File: config.mk
export PLATFORM = sky130hd
export DESIGN_NAME = np_tx_reg
export DESIGN_NICKNAME = d
export VERILOG_FILES = /design/src/rtl/np_tx_pkg.sv /design/src/rtl/np_field_store.sv /design/src/rtl/np_toggle_gen.sv /design/src/rtl/np_seq_fsm.sv /design/src/rtl/np_tx_reg.sv
export SDC_FILE = /design/constraint.sdc
export NUM_CORES = 1
export LEC_CHECK = 0
export BUFFER_PORTS_ARGS = -buffer_cell sky130_fd_sc_hd__buf_2
export CAP_MARGIN = 20
export CORE_ASPECT_RATIO = 1.2
export CORE_UTILIZATION = 45
export CTS_CLUSTER_SIZE = 25
export DETAILED_ROUTE_END_ITERATION = 12
export GPL_ROUTABILITY_DRIVEN = 0
export HOLD_SLACK_MARGIN = 0.05
export PLACE_DENSITY = 0.95
export SLEW_MARGIN = 0
export SYNTH_ARGS = -nofsm -noshare
export SYNTH_HDL_FRONTEND = slang
export SYNTH_HIERARCHICAL = 1
export SYNTH_SLANG_ARGS = --single-unit
File: constraint.sdc
create_clock -name clk -period 3 [get_ports clk]
set_clock_uncertainty 0.1 [all_clocks]
set_input_delay 0.3 -clock clk [delete_from_list [all_inputs] [get_ports clk]]
set_output_delay 0.3 -clock clk [all_outputs]
set_load 0.02 [all_outputs]
File: src/rtl/np_tx_pkg.sv
package np_tx_pkg;
    localparam int NP_WORD_W = 16;
    localparam int NP_CODE_W = 11;
    localparam int B_MORE    = 15;
    localparam int B_RSVD    = 14;
    localparam int B_MSG     = 13;
    localparam int B_ACK2    = 12;
    localparam int B_TOG     = 11;

    typedef enum logic [1:0] {
        NP_EMPTY = 2'd0,
        NP_ARMED = 2'd1,
        NP_SENT  = 2'd2,
        NP_LAST  = 2'd3
    } np_state_e;

    typedef struct packed {
        logic                 more;
        logic                 msg;
        logic                 ack2;
        logic [NP_CODE_W-1:0] code;
    } np_fields_t;
endpackage

File: src/rtl/np_field_store.sv
module np_field_store
    import np_tx_pkg::*;
(
    input  logic                 clk,
    input  logic                 rst,
    input  logic                 wr_en,
    input  logic [NP_WORD_W-1:0] wdata,
    output np_fields_t           fields
);
    logic unused_wbits;
    assign unused_wbits = wdata[B_RSVD] ^ wdata[B_TOG];

    always_ff @(posedge clk) begin
        if (rst) begin
            fields <= '0;
        end else if (wr_en) begin
            fields.more <= wdata[B_MORE];
            fields.msg  <= wdata[B_MSG];
            fields.ack2 <= wdata[B_ACK2];
            fields.code <= wdata[NP_CODE_W-1:0];
        end
    end

    assert_hold_R2: assert property (@(posedge clk) disable iff (rst)
        !wr_en |=> fields == $past(fields));
endmodule

File: src/rtl/np_toggle_gen.sv
module np_toggle_gen (
    input  logic clk,
    input  logic rst,
    input  logic base_load,
    input  logic base_b11,
    input  logic page_sent,
    output logic toggle
);
    always_ff @(posedge clk) begin
        if (rst)            toggle <= 1'b0;
        else if (base_load) toggle <= ~base_b11;
        else if (page_sent) toggle <= ~toggle;
    end

    assert_toggle_flip_R5: assert property (@(posedge clk) disable iff (rst)
        (page_sent && !base_load) |=> toggle != $past(toggle));
    assert_toggle_seed_R6: assert property (@(posedge clk) disable iff (rst)
        base_load |=> toggle == !$past(base_b11));
    assert_toggle_idle_R5: assert property (@(posedge clk) disable iff (rst)
        (!page_sent && !base_load) |=> $stable(toggle));
endmodule

File: src/rtl/np_seq_fsm.sv
module np_seq_fsm
    import np_tx_pkg::*;
(
    input  logic clk,
    input  logic rst,
    input  logic wr_en,
    input  logic base_load,
    input  logic page_sent,
    input  logic more_flag,
    output logic pending,
    output logic last_page
);
    np_state_e state, state_nx;

    always_ff @(posedge clk) begin
        if (rst) state <= NP_EMPTY;
        else     state <= state_nx;
    end

    always_comb begin
        state_nx = state;
        if (base_load)      state_nx = wr_en ? NP_ARMED : NP_EMPTY;
        else if (wr_en)     state_nx = NP_ARMED;
        else if (page_sent) state_nx = more_flag ? NP_SENT : NP_LAST;
    end

    always_comb begin
        pending   = 1'b0;
        last_page = 1'b0;
        unique case (state)
            NP_EMPTY: ;
            NP_ARMED: pending   = 1'b1;
            NP_SENT:  ;
            NP_LAST:  last_page = 1'b1;
            default:  ;
        endcase
    end

    assert_pending_set_R8: assert property (@(posedge clk) disable iff (rst)
        wr_en |=> pending);
    assert_pending_clr_R8: assert property (@(posedge clk) disable iff (rst)
        ((page_sent || base_load) && !wr_en) |=> !pending);
    assert_last_clr_R9: assert property (@(posedge clk) disable iff (rst)
        (base_load || wr_en) |=> !last_page);
    assert_last_set_R9: assert property (@(posedge clk) disable iff (rst)
        (page_sent && !more_flag && !base_load && !wr_en) |=> last_page);
    assert_exclusive_R10: assert property (@(posedge clk) disable iff (rst)
        $onehot0({pending, last_page}));
endmodule

File: src/rtl/np_tx_reg.sv
module np_tx_reg
    import np_tx_pkg::*;
#(
    parameter int ADDR_W   = 5,
    parameter int REG_ADDR = 7
) (
    input  logic                 clk,
    input  logic                 rst,
    input  logic [ADDR_W-1:0]    mgmt_addr,
    input  logic                 mgmt_we,
    input  logic [NP_WORD_W-1:0] mgmt_wdata,
    output logic [NP_WORD_W-1:0] mgmt_rdata,
    input  logic                 base_load,
    input  logic                 base_b11,
    input  logic                 page_sent,
    output logic [NP_WORD_W-1:0] np_word,
    output logic                 np_pending,
    output logic                 last_page
);
    localparam logic [ADDR_W-1:0] SEL = ADDR_W'(REG_ADDR);

    logic       hit, wr_en, toggle;
    np_fields_t fields;

    assign hit   = (mgmt_addr == SEL);
    assign wr_en = mgmt_we && hit;

    np_field_store u_store (
        .clk(clk), .rst(rst), .wr_en(wr_en), .wdata(mgmt_wdata), .fields(fields)
    );

    np_toggle_gen u_tog (
        .clk(clk), .rst(rst), .base_load(base_load), .base_b11(base_b11),
        .page_sent(page_sent), .toggle(toggle)
    );

    np_seq_fsm u_fsm (
        .clk(clk), .rst(rst), .wr_en(wr_en), .base_load(base_load),
        .page_sent(page_sent), .more_flag(fields.more),
        .pending(np_pending), .last_page(last_page)
    );

    assign np_word    = {fields.more, 1'b0, fields.msg, fields.ack2, toggle, fields.code};
    assign mgmt_rdata = hit ? np_word : '0;

    assert_tog_ro_R4: assert property (@(posedge clk) disable iff (rst)
        (wr_en && !base_load && !page_sent) |=> np_word[B_TOG] == $past(np_word[B_TOG]));
    assert_miss_ignored_R7: assert property (@(posedge clk) disable iff (rst)
        (!wr_en) |=> (np_word[NP_CODE_W-1:0] == $past(np_word[NP_CODE_W-1:0])));
    always_comb assert_rsvd_zero_R3: assert (rst || mgmt_rdata[B_RSVD] == 1'b0);
endmodule

Yosys cells after proc, flatten, opt, wreduce, memory -nomap -nowiden

Index checks and enable logic that the tools add are counted.
Widths: inputs -> output; s select.

Equal/unequal tests: 3
Multiplexer cells: 10
Bitwise logic cells: 2
Reductions and logical operators: 3

Operator list:

| kind               | number |
|---|---|
| $mux 16            | 1 |
| $mux 1             | 6 |
| $mux 2             | 3 |
| $eq 5x3->1 const B | 1 |
| $reduce_bool 3->1  | 1 |
| $eq 2x1->1 const B | 1 |
| $eq 2x2->1 const B | 1 |
| $not 1->1          | 2 |
| $reduce_bool 2->1  | 1 |
| $logic_and 1x1->1  | 1 |

Register bits after elaboration: 17
Input port bits: 27
Output and inout port bits: 34
Logic and storage cells: 24

Depth between registers and ports, before layout

Gate-level depths: netlist of the first run.

Word-level depth: 4
Mapped depth: 7

By module

Netlist of the first run, hierarchy kept.

Modules (own cells, without submodules):

| module         | instances | cells an instance | area an instance (um2) | seq. area each (um2) |
|---|---|---|---|---|
| np_field_store | 1         | 45                | 508.0                  | 280.3 |
| np_tx_reg      | 1         | 43                | 339.1                  | 0.0 |
| np_seq_fsm     | 1         | 11                | 97.6                   | 40.0 |
| np_toggle_gen  | 1         | 4                 | 41.3                   | 20.0 |

Worst setup path before layout of the first run

Ideal clock, no wire load.

Kind: input to register
Start point: in mgmt_addr[3]
End point: reg, netlist name u_store/fields[0]
Library setup time: 128 ps
Arrival time: 1435 ps
Data required time: 2772 ps
Path slack: 1338 ps
Stages: 7
Path through: nand2b_4 buf_6 nor4_1 buf_6 buf_12 mux2i_1 nor2_1

Word-level cells in the longest chain between the ends: 2

Ends and longest elaborated chain:

| element           | line            | source |
|---|---|---|
| start, declared   | np_tx_reg.sv:9  | `input logic [ADDR_W-1:0] mgmt_addr,` |
| $eq 5x3->1        | np_tx_reg.sv:25 | `assign hit = (mgmt_addr == SEL);` |
| $logic_and 1x1->1 | np_tx_reg.sv:26 | `assign wr_en = mgmt_we && hit;` |
| net wr_en         | np_tx_reg.sv:22 | `logic hit, wr_en, toggle;` |

The timed path passes the listed nets, and every way through them passes these cells.
A chain may end at the register's enable or synchronous reset.

Worst setup path in the final report of the first run

Start point: in mgmt_addr[1]
End point: reg, netlist name u_store/fields[7]

Word-level cells in the longest chain between the ends: 2

Ends and longest elaborated chain:

| element           | line |
|---|---|
| $eq 5x3->1        | np_tx_reg.sv:25 |
| $logic_and 1x1->1 | np_tx_reg.sv:26 |
| net wr_en         | np_tx_reg.sv:22 |

The timed path passes the listed nets, and every way through them passes these cells.

==> results of run 1 <==
[logic make-up after synthesis]
logic type | count (synthesis)
AND/OR/NAND/NOR | 39
XOR/XNOR | 1
buffers and inverters | 28
multiplexers | 14
other | 1
AO/OA/AOI/OAI | 3
flip-flops | 17
[Yosys cell counts]
master / n / area share (%)
buf_4: 4 / 3.0
o21a_1: 1 / 0.76
or2_1: 1 / 0.63
buf_12: 2 / 4.1
nor2_1: 16 / 6.1
nand2b_4: 1 / 1.4
mux2i_1: 14 / 14
and2_1: 2 / 1.3
dfxtp_1: 17 / 35
clkbuf_1: 1 / 0.38
a21oi_1: 1 / 0.51
conb_1: 1 / 0.38
o32ai_2: 1 / 1.7
nor2b_1: 1 / 0.63
nand2_2: 1 / 0.63
nor4_4: 1 / 2.2
nor4_2: 9 / 11
nor3_1: 1 / 0.51
xor2_1: 1 / 0.89
buf_6: 4 / 4.6
inv_1: 17 / 6.5
nor4_1: 6 / 3.8
[final timing paths]
| kind | startpoint | to | slack [ps] | cells past startpoint |
|---|---|---|---|---|
| hold / removal | base_load | u_tog/toggle | 160 | 2 |
| setup reg to reg | u_store/fields[13] | u_fsm/state[0] | 2110 | 2 |
| setup / recovery | mgmt_addr[1] | u_store/fields[7] | 1100 | 6 |
| hold reg to reg | u_store/fields[8] | u_store/fields[8] | 430 | 2 |
[layout by cell type (no fill, tap or decap), types with 2 or more instances in the layout]
| cell | count |
|---|---|
| buf_2 | 56 |
| inv_1 | 17 |
| dfxtp_1 | 17 |
| nor2_1 | 16 |
| mux2i_1 | 14 |
| nor4_2 | 10 |
| nor4_1 | 5 |
| clkbuf_4 | 3 |
| conb_1 | 2 |
| and2_1 | 2 |
[layer usage]
layer | GRT usage, % | up-vias
met5 | 0 | -
met4 | 6.57 | 0
met3 | 3.07 | 2
met2 | 36.0 | 30
met1 | 20.6 | 397
li1 | - | 437
[power by group]
group | leakage, nW | internal [mW] | total, mW | switching, mW
sequential | 0.138 | 0.229 | 0.232 | 0.00268
clock | 0.0150 | 0.0514 | 0.114 | 0.0623
combinational | 0.387 | 0.0219 | 0.0596 | 0.0376
[worst reg2reg max path: stages, from the launching register on]
cell	delay [ps]
dfxtp_1	340
and2_1	150
o32ai_2	230
[metrics by stage]
stage	util (%)	instances	hold WS (ps)
finish	59.3	184	162
global route	59.3	184	153
CTS	59.3	184	153
detailed placement	58.0	180	410
global placement	58.0	180	394
floorplan	-	104	272
[sequential cells by signal, summed over array words and instances, names as in the netlist]
name / count
u_fsm/state: 2
u_tog/toggle: 1
u_store/fields: 14
[layout make-up]
| class | count | area share (%) |
|---|---|---|
| multi-input combinational | 59 | 38.5 |
| sequential | 17 | 27.7 |
| timing repair buffer | 57 | 23.4 |
| inverter | 17 | 5.19 |
| tap | 30 | 3.05 |
| clock buffer | 4 | 2.14 |
==> flow_metrics.env, run 1 <==
export IMPL_netlist_area_um2=986
export IMPL_antenna_found_initial=0
export IMPL_crit_arrival_ps=1950
export IMPL_hpwl_um=1660
export IMPL_top_layer_used="met4"
export IMPL_syn_avg_cell_area_um2=9.57
export IMPL_min_path_type="primary input to register"
export IMPL_antennaDiodeCount=0
export IMPL_synthSimpleGateAreaFrac_pct=28.6
export IMPL_grt_pass1_vias=810
export IMPL_gr_total_overflow=0
export IMPL_powerDensity_nw_per_um2=330
export IMPL_worst_setup_path_type="primary input to register"
export IMPL_fin_nets=182
export IMPL_root_buffer="clkbuf_4"
export IMPL_end_kind="register"
export IMPL_path_max_fanout=16
export IMPL_die_w_um=44.7
export IMPL_fillers=204
export IMPL_cts_htree_levels=1
export IMPL_routed_wl_met2_um=1150
export IMPL_drc=0
export IMPL_outcome="complete, no violations"
export IMPL_cts_tree="built"
export IMPL_grt_pass1_wl_um=3290
export IMPL_fmax_mhz=527
export IMPL_crit_required_ps=3060
export IMPL_min_period_ps=1900
export IMPL_routedWlPerCell_um=11.5
export IMPL_maxSlewViolCount=0
export IMPL_vias=866
export IMPL_crit_family="simple AND/OR/NAND/NOR gates"
export IMPL_wl_met1_um=860
export IMPL_slew_headroom_pct=56.3
export IMPL_synth_distinct_cells=22
export IMPL_initial_core_util_pct=47.6
export IMPL_ys_ff_latch=17
export IMPL_place_area_um2=1200
export IMPL_worstSetupStartpointType="primary input"
export IMPL_p_leak_nw=0.540
export IMPL_rows=18
export IMPL_clock_latency_ps=270
export IMPL_hold_viol_final=0
export IMPL_clock_path_buffers=2
export IMPL_clkSinkCount=17
export IMPL_yosysWarnings=6
export IMPL_routed_wirelength_um=2120
export IMPL_drive_gt1_share_pct=48.1
export IMPL_crit_buf_inv=2
export IMPL_cp_slowest_stage_delay_ps=650
export IMPL_critPathSlowestCell="nor4_2"
export IMPL_die_h_um=53.3
export IMPL_setup_slack_ps=1100
export IMPL_total_power_mw=0.405
export IMPL_pre_cts_ws_ps=790
export IMPL_dr_wl_met3_um=83
export IMPL_port_buffers=56
export IMPL_syn_inst=103
export IMPL_cts_resized=0
export IMPL_maxCapViolCount=0
export IMPL_ys_seq_area_share_pct=34.5
export IMPL_numCtsBuffers=3
export IMPL_seq_area_um2=340
export IMPL_dieArea_um2=2380
export IMPL_peakVddDrop_mv=0.218
export IMPL_first_iter_violations=15
export IMPL_vias_per_cell=4.71
export IMPL_track_usage_pct=19.0
export IMPL_synthToLayoutAreaGrowth_pct=24.6
export IMPL_synthMuxAreaShare_pct=14.2
export IMPL_post_route_period_util_pct=63.2
export IMPL_synthXorXnorAreaFrac_pct=0.888
export IMPL_ios=61
export IMPL_drt_pre_antenna_iters=4
export IMPL_rsz0062_at_grt="false"
export IMPL_synth_compound_area_share_pct=2.92
export IMPL_core_area_um2=2070
export IMPL_setup_violations=0
export IMPL_fin_setup_tns_ps=0
export IMPL_cts_setup_buffers=0
export IMPL_worstMarginPinSlew_ps=650
export IMPL_grt_max_degree=18
export IMPL_synth_top_family_by_area="simple AND/OR/NAND/NOR gates"
export IMPL_postRouteAntennaNets=0
export IMPL_multi_input_area_um2=473
export IMPL_stdcell_area_um2=1230
export IMPL_clk_pin_slew_worst_paths_ps=90
export IMPL_synth_fa_ha_area_share_pct=0
export IMPL_cts_hold_buf=0
export IMPL_crit_path_cell_trace="buf_2 -> nand2_2 -> nor4_2 -> buf_4 -> mux2i_1 -> nor2_1"
Note: power is estimated with default switching activity, not from simulation.
==> run 2: changes to the inputs <==
- CORE_UTILIZATION: 45 -> 38
- PLACE_DENSITY: 0.95 -> 0.87
- clock period: 3 -> 1.65 ns (I/O delays scaled with it)
==> flow_metrics.env, run 2 (same netlist as run 1, synthesis figures left out) <==
export IMPL_stdcell_area_um2=1410
export IMPL_fmax_mhz=658
export IMPL_die_w_um=48.5
export IMPL_p_leak_nw=0.623
export IMPL_gr_total_overflow=0
export IMPL_postRouteAntennaNets=0
export IMPL_clkSinkCount=17
export IMPL_peakVddDrop_mv=0.347
export IMPL_regMostFlops="u_store/fields"
export IMPL_dieArea_um2=2800
export IMPL_drt_pre_antenna_iters=4
export IMPL_first_iter_violations=14
export IMPL_numCtsBuffers=3
export IMPL_vias_per_cell=4.69
export IMPL_rsz0062_at_grt="false"
export IMPL_placed_cells=185
export IMPL_min_period_ps=1520
export IMPL_end_kind="register"
export IMPL_routedWlPerCell_um=12.5
export IMPL_place_area_um2=1230
export IMPL_setup_slack_ps=130
export IMPL_combPwrFrac_pct=18.3
export IMPL_ios=61
export IMPL_setup_violations=0
export IMPL_largest_reg_flops=14
export IMPL_grt_pass1_vias=891
export IMPL_antennaDiodeCount=0
export IMPL_antenna_found_initial=0
export IMPL_top_usage_layer="met2"
export IMPL_crit_required_ps=1780
export IMPL_powerDensity_nw_per_um2=558
export IMPL_grt_pass1_wl_um=3930
export IMPL_p_seq_share_pct=53.7
export IMPL_use_met1_pct=19.7
export IMPL_clock_path_buffers=2
export IMPL_switchingPower_mw=0.207
export IMPL_final_core_util_pct=59.3
export IMPL_cts_htree_levels=1
export IMPL_drc=0
export IMPL_power_frac_clock_pct=28.0
export IMPL_port_buffers=56
export IMPL_clock_latency_ps=280
export IMPL_grt_max_degree=18
export IMPL_crit_arrival_ps=1650
export IMPL_post_route_period_util_pct=92.1
export IMPL_final_cells=204
export IMPL_core_area_um2=2380
export IMPL_path_max_fanout=3
export IMPL_met2_usage_pct=37.0
export IMPL_final_common_cell="buf_2"
export IMPL_hold_viol_final=0
export IMPL_pre_cts_ws_ps=305
export IMPL_top_regs="u_store/fields (14), u_fsm/state (2), u_tog/toggle (1)"
export IMPL_synthToLayoutAreaGrowth_pct=43.0
export IMPL_outcome="complete, no violations"
export IMPL_vias=956
export IMPL_cellInternalPower_mw=0.580
export IMPL_maxCapViolCount=0
export IMPL_final_cell_mix="buf_2 (56), inv_1 (17), dfxtp_1 (17), nor2_1 (16), dlygate4sd3_1 (15)"
export IMPL_maxSlewViolCount=0
export IMPL_hpwl_um=1670
export IMPL_clk_pin_slew_worst_paths_ps=100
export IMPL_fin_nets=201
export IMPL_initial_core_util_pct=41.5
export IMPL_worstSetupStartpointType="primary input"
export IMPL_root_buffer="clkbuf_4"
export IMPL_cts_setup_buffers=0
export IMPL_routed_wirelength_um=2550
export IMPL_fillers=241
export IMPL_cts_tree="built"
export IMPL_track_usage_pct=18.5
export IMPL_met3_usage_pct=1.05
export IMPL_drive_gt1_share_pct=45.1
export IMPL_p_sw_share_pct=26.3
export IMPL_worst_setup_path_type="primary input to register"
export IMPL_die_h_um=57.8
export IMPL_rows=19
export IMPL_min_path_type="primary input to register"
export IMPL_fin_setup_tns_ps=0
[run 2: changes by cell type in the layout (fill, tap and decap cells not counted), sizes merged]
cell and delta:
buf +4, dlygate4sd3 +15
[run 2: final cells by class]
class / instances / area [µm²] / area share, %
multi-input combinational: 59 / 473 / 33.5
timing repair buffer: 76 / 468 / 33.2
sequential: 17 / 340 / 24.1
inverter: 17 / 63.8 / 4.53
tap: 31 / 38.8 / 2.75
clock buffer: 4 / 26.3 / 1.86
[run 2: metal layers]
layer | up-vias | wire [µm] | share of wire (%)
li1 | 472 | - | -
met1 | 447 | 990 | 39
met2 | 31 | 1410 | 55
met3 | 6 | 76 | 3.0
met4 | 0 | 72 | 2.8
met5 | - | 0 | 0
[run 2: metrics by stage]
stage	hold WS [ps]	power (mW)
2_1_floorplan	137	0.513
3_3_place_gp	298	0.544
3_5_place_dp	309	0.545
4_1_cts	55.7	0.790
5_1_grt	72.8	0.823
6_report	77.2	0.787
[run 2: final timing paths]
kind                                      from                 to  slack, ps  cells past startpoint
worst min-delay path             mgmt_wdata[3]  u_store/fields[3]         80                      3
worst max register to register    u_tog/toggle       u_tog/toggle        230                      3
worst min register to register  u_fsm/state[1]     u_fsm/state[1]        420                      2
worst max-delay path                 base_load       u_tog/toggle        130                      5
[run 2: worst max-delay path: stages]
cell           delay [ps]
dlygate4sd3_1         520
buf_2                 140
a21oi_1               150
o21a_1                150
dlygate4sd3_1         530
[run 2: timing repair]
item / 4_1_cts / 5_1_grt
resized for setup: 0 / 0
hold endpoints to repair: 14 / 0
hold buffers: 15 / 0
[run 2: power groups by stage]
stage,combinational (mW),clock (mW),sequential (mW)
floorplan,0.0791,0,0.434
global placement,0.112,0,0.432
detailed placement,0.113,0,0.432
CTS,0.142,0.225,0.423
global route,0.154,0.244,0.424
finish,0.144,0.220,0.423
==> run 3: changes to the inputs <==
- ABC_AREA: default -> 1
- CORE_UTILIZATION: 38 -> 37
- PLACE_DENSITY: 0.87 -> 0.86
==> flow_metrics.env, run 3 <==
export IMPL_outcome="complete, no violations"
export IMPL_cts_tree="built"
export IMPL_die_h_um=57.9
export IMPL_syn_inst=156
export IMPL_post_route_period_util_pct=77.2
export IMPL_hpwl_um=1470
export IMPL_synthTopCellsByCount="inv_1 (41), nor2_1 (36), nand2_1 (34)"
export IMPL_path_max_fanout=14
export IMPL_largest_reg_flops=14
export IMPL_fin_setup_tns_ps=0
export IMPL_maxSlewViolCount=0
export IMPL_setup_violations=0
export IMPL_syn_avg_cell_area_um2=6.18
export IMPL_regToRegSetupSlack_ps=840
export IMPL_cts_htree_levels=1
export IMPL_final_common_cell="buf_2"
export IMPL_root_buffer="clkbuf_4"
export IMPL_vias=987
export IMPL_grt_max_degree=19
export IMPL_min_period_ps=1270
export IMPL_yosys_area_top_type_share_pct=35.3
export IMPL_core_area_um2=2380
export IMPL_maxCapViolCount=0
export IMPL_grt_pass1_vias=860
export IMPL_rows=19
export IMPL_drt_pre_antenna_iters=4
export IMPL_drive_gt1_share_pct=36.7
export IMPL_placed_cells=239
export IMPL_pre_cts_ws_ps=423
export IMPL_end_kind="register"
export IMPL_synth_edf_count=0
export IMPL_worstSetupStartpointType="primary input"
export IMPL_rr_endpoint="u_tog/toggle"
export IMPL_fmax_mhz=785
export IMPL_top_regs="u_store/fields (14), u_fsm/state (2), u_tog/toggle (1)"
export IMPL_r2r_cells=5
export IMPL_vias_per_cell=3.96
export IMPL_fin_nets=246
export IMPL_ys_ff_latch=17
export IMPL_clk_pin_slew_worst_paths_ps=100
export IMPL_first_iter_violations=5
export IMPL_numCtsBuffers=3
export IMPL_p_leak_nw=0.749
export IMPL_crit_required_ps=1770
export IMPL_die_w_um=48.6
export IMPL_synthToLayoutAreaGrowth_pct=37.4
export IMPL_critPathSlowestCell="dlygate4sd3_1"
export IMPL_routed_wirelength_um=1950
export IMPL_powerDensity_nw_per_um2=573
export IMPL_ios=61
export IMPL_fillers=251
export IMPL_synth_largest_area_cell="dfxtp_1"
export IMPL_synth_flop_cell="dfxtp_1"
export IMPL_crit_arrival_ps=1400
export IMPL_peakVddDrop_mv=0.378
export IMPL_dieArea_um2=2810
export IMPL_regMostFlops="u_store/fields"
export IMPL_clock_latency_ps=280
export IMPL_endpoint="u_store/fields[13]"
export IMPL_rsz0062_at_grt="false"
export IMPL_routedWlPerCell_um=7.85
export IMPL_hold_viol_final=0
export IMPL_gr_total_overflow=0
export IMPL_antennaDiodeCount=0
export IMPL_postRouteAntennaNets=0
export IMPL_cts_resized=0
export IMPL_drc=0
export IMPL_final_cells=249
export IMPL_initial_core_util_pct=40.5
export IMPL_async_reset_ff_share_pct=0
export IMPL_min_path_type="primary input to register"
export IMPL_port_buffers=56
export IMPL_ys_seq_area_share_pct=35.3
export IMPL_synth_distinct_cells=15
export IMPL_final_cell_mix="buf_2 (56), inv_1 (41), nor2_1 (35), nand2_1 (34), dfxtp_1 (17)"
export IMPL_worst_setup_path_type="primary input to register"
export IMPL_final_core_util_pct=55.7
export IMPL_cp_slowest_stage_delay_ps=540
export IMPL_reg2reg_from="u_tog/toggle"
export IMPL_antenna_found_initial=0
export IMPL_synthTopCellsByArea="dfxtp_1 (35%), inv_1 (16%), nor2_1 (14%)"
export IMPL_track_usage_pct=15.2
export IMPL_synth_most_common_cell="inv_1"
export IMPL_clock_path_buffers=2
export IMPL_cts_setup_buffers=0
export IMPL_grt_pass1_wl_um=3350
export IMPL_yosysWarnings=6
export IMPL_crit_path_start="rst"
export IMPL_crit_path_cell_trace="dlygate4sd3_1 -> buf_2 -> inv_1 -> nand2_1 -> nor2_1"
export IMPL_setup_slack_ps=376
export IMPL_netlist_area_um2=963
export IMPL_clkSinkCount=17
run 3: stage by stage:
stage	hold WS (ps)	power, mW	area, µm²
after floorplan	127	0.506	967
after global placement	271	0.541	1240
after detailed placement	275	0.543	1240
after CTS	52.1	0.774	1320
after global routing	58.7	0.814	1320
final	64.0	0.759	1320
run 3: how the worst min path moves through the flow:
stage	start	to	slack, ps	cells after the start
finish	mgmt_wdata[5]	u_store/fields[5]	60	5
detailed placement	rst	u_fsm/state[0]	280	2
floorplan	rst	u_fsm/state[0]	130	1
global route	mgmt_wdata[10]	u_store/fields[10]	60	5
global placement	rst	u_fsm/state[0]	270	2
CTS	mgmt_wdata[10]	u_store/fields[10]	50	5
run 3: repair_timing:
action | 4_1_cts | 5_1_grt
hold buffers | 6 | 0
hold endpoints to repair | 6 | 0
setup endpoints to repair | 0 | 0
run 3: worst max-delay path, delay by kind of cell:
family / cells / cell delay [ps]
buffers and inverters: 3 / 1020
and+or+nand+nor: 2 / 220
run 3: final cells by class:
| cell class | instances | area [µm²] | area share [%] |
|---|---|---|---|
| inverter | 41 | 154 | 11.6 |
| tap | 31 | 38.8 | 2.93 |
| multi-input combinational | 91 | 400 | 30.2 |
| clock buffer | 3 | 22.5 | 1.70 |
| sequential | 17 | 340 | 25.7 |
| timing repair buffer | 65 | 363 | 27.4 |
| clock inverter | 1 | 5.00 | 0.378 |
run 3: cell families after synthesis:
| family | count (synthesis) | share of synthesized area [%] |
|---|---|---|
| flip-flops | 17 | 35.3 |
| other | 1 | 0.389 |
| buffers and inverters | 49 | 23.8 |
| AND/OR/NAND/NOR | 87 | 39.1 |
| AO/OA/AOI/OAI | 2 | 1.43 |
run 3: power breakdown:
group          internal (mW)  leakage, nW  total (mW)  switching, mW
clock                 0.0899       0.0177       0.216          0.126
sequential             0.419        0.138       0.425        0.00625
combinational         0.0549        0.594       0.118         0.0632
total                  0.564        0.749       0.759          0.195
run 3: routing by layer:
layer | global-route usage [%] | share of wire [%] | vias to the layer above
met2 | 29.0 | 51 | 34
met1 | 16.5 | 42 | 403
met4 | 6.30 | 0.77 | 0
met5 | 0 | 0 | -
li1 | - | - | 548
met3 | 2.89 | 6.1 | 2
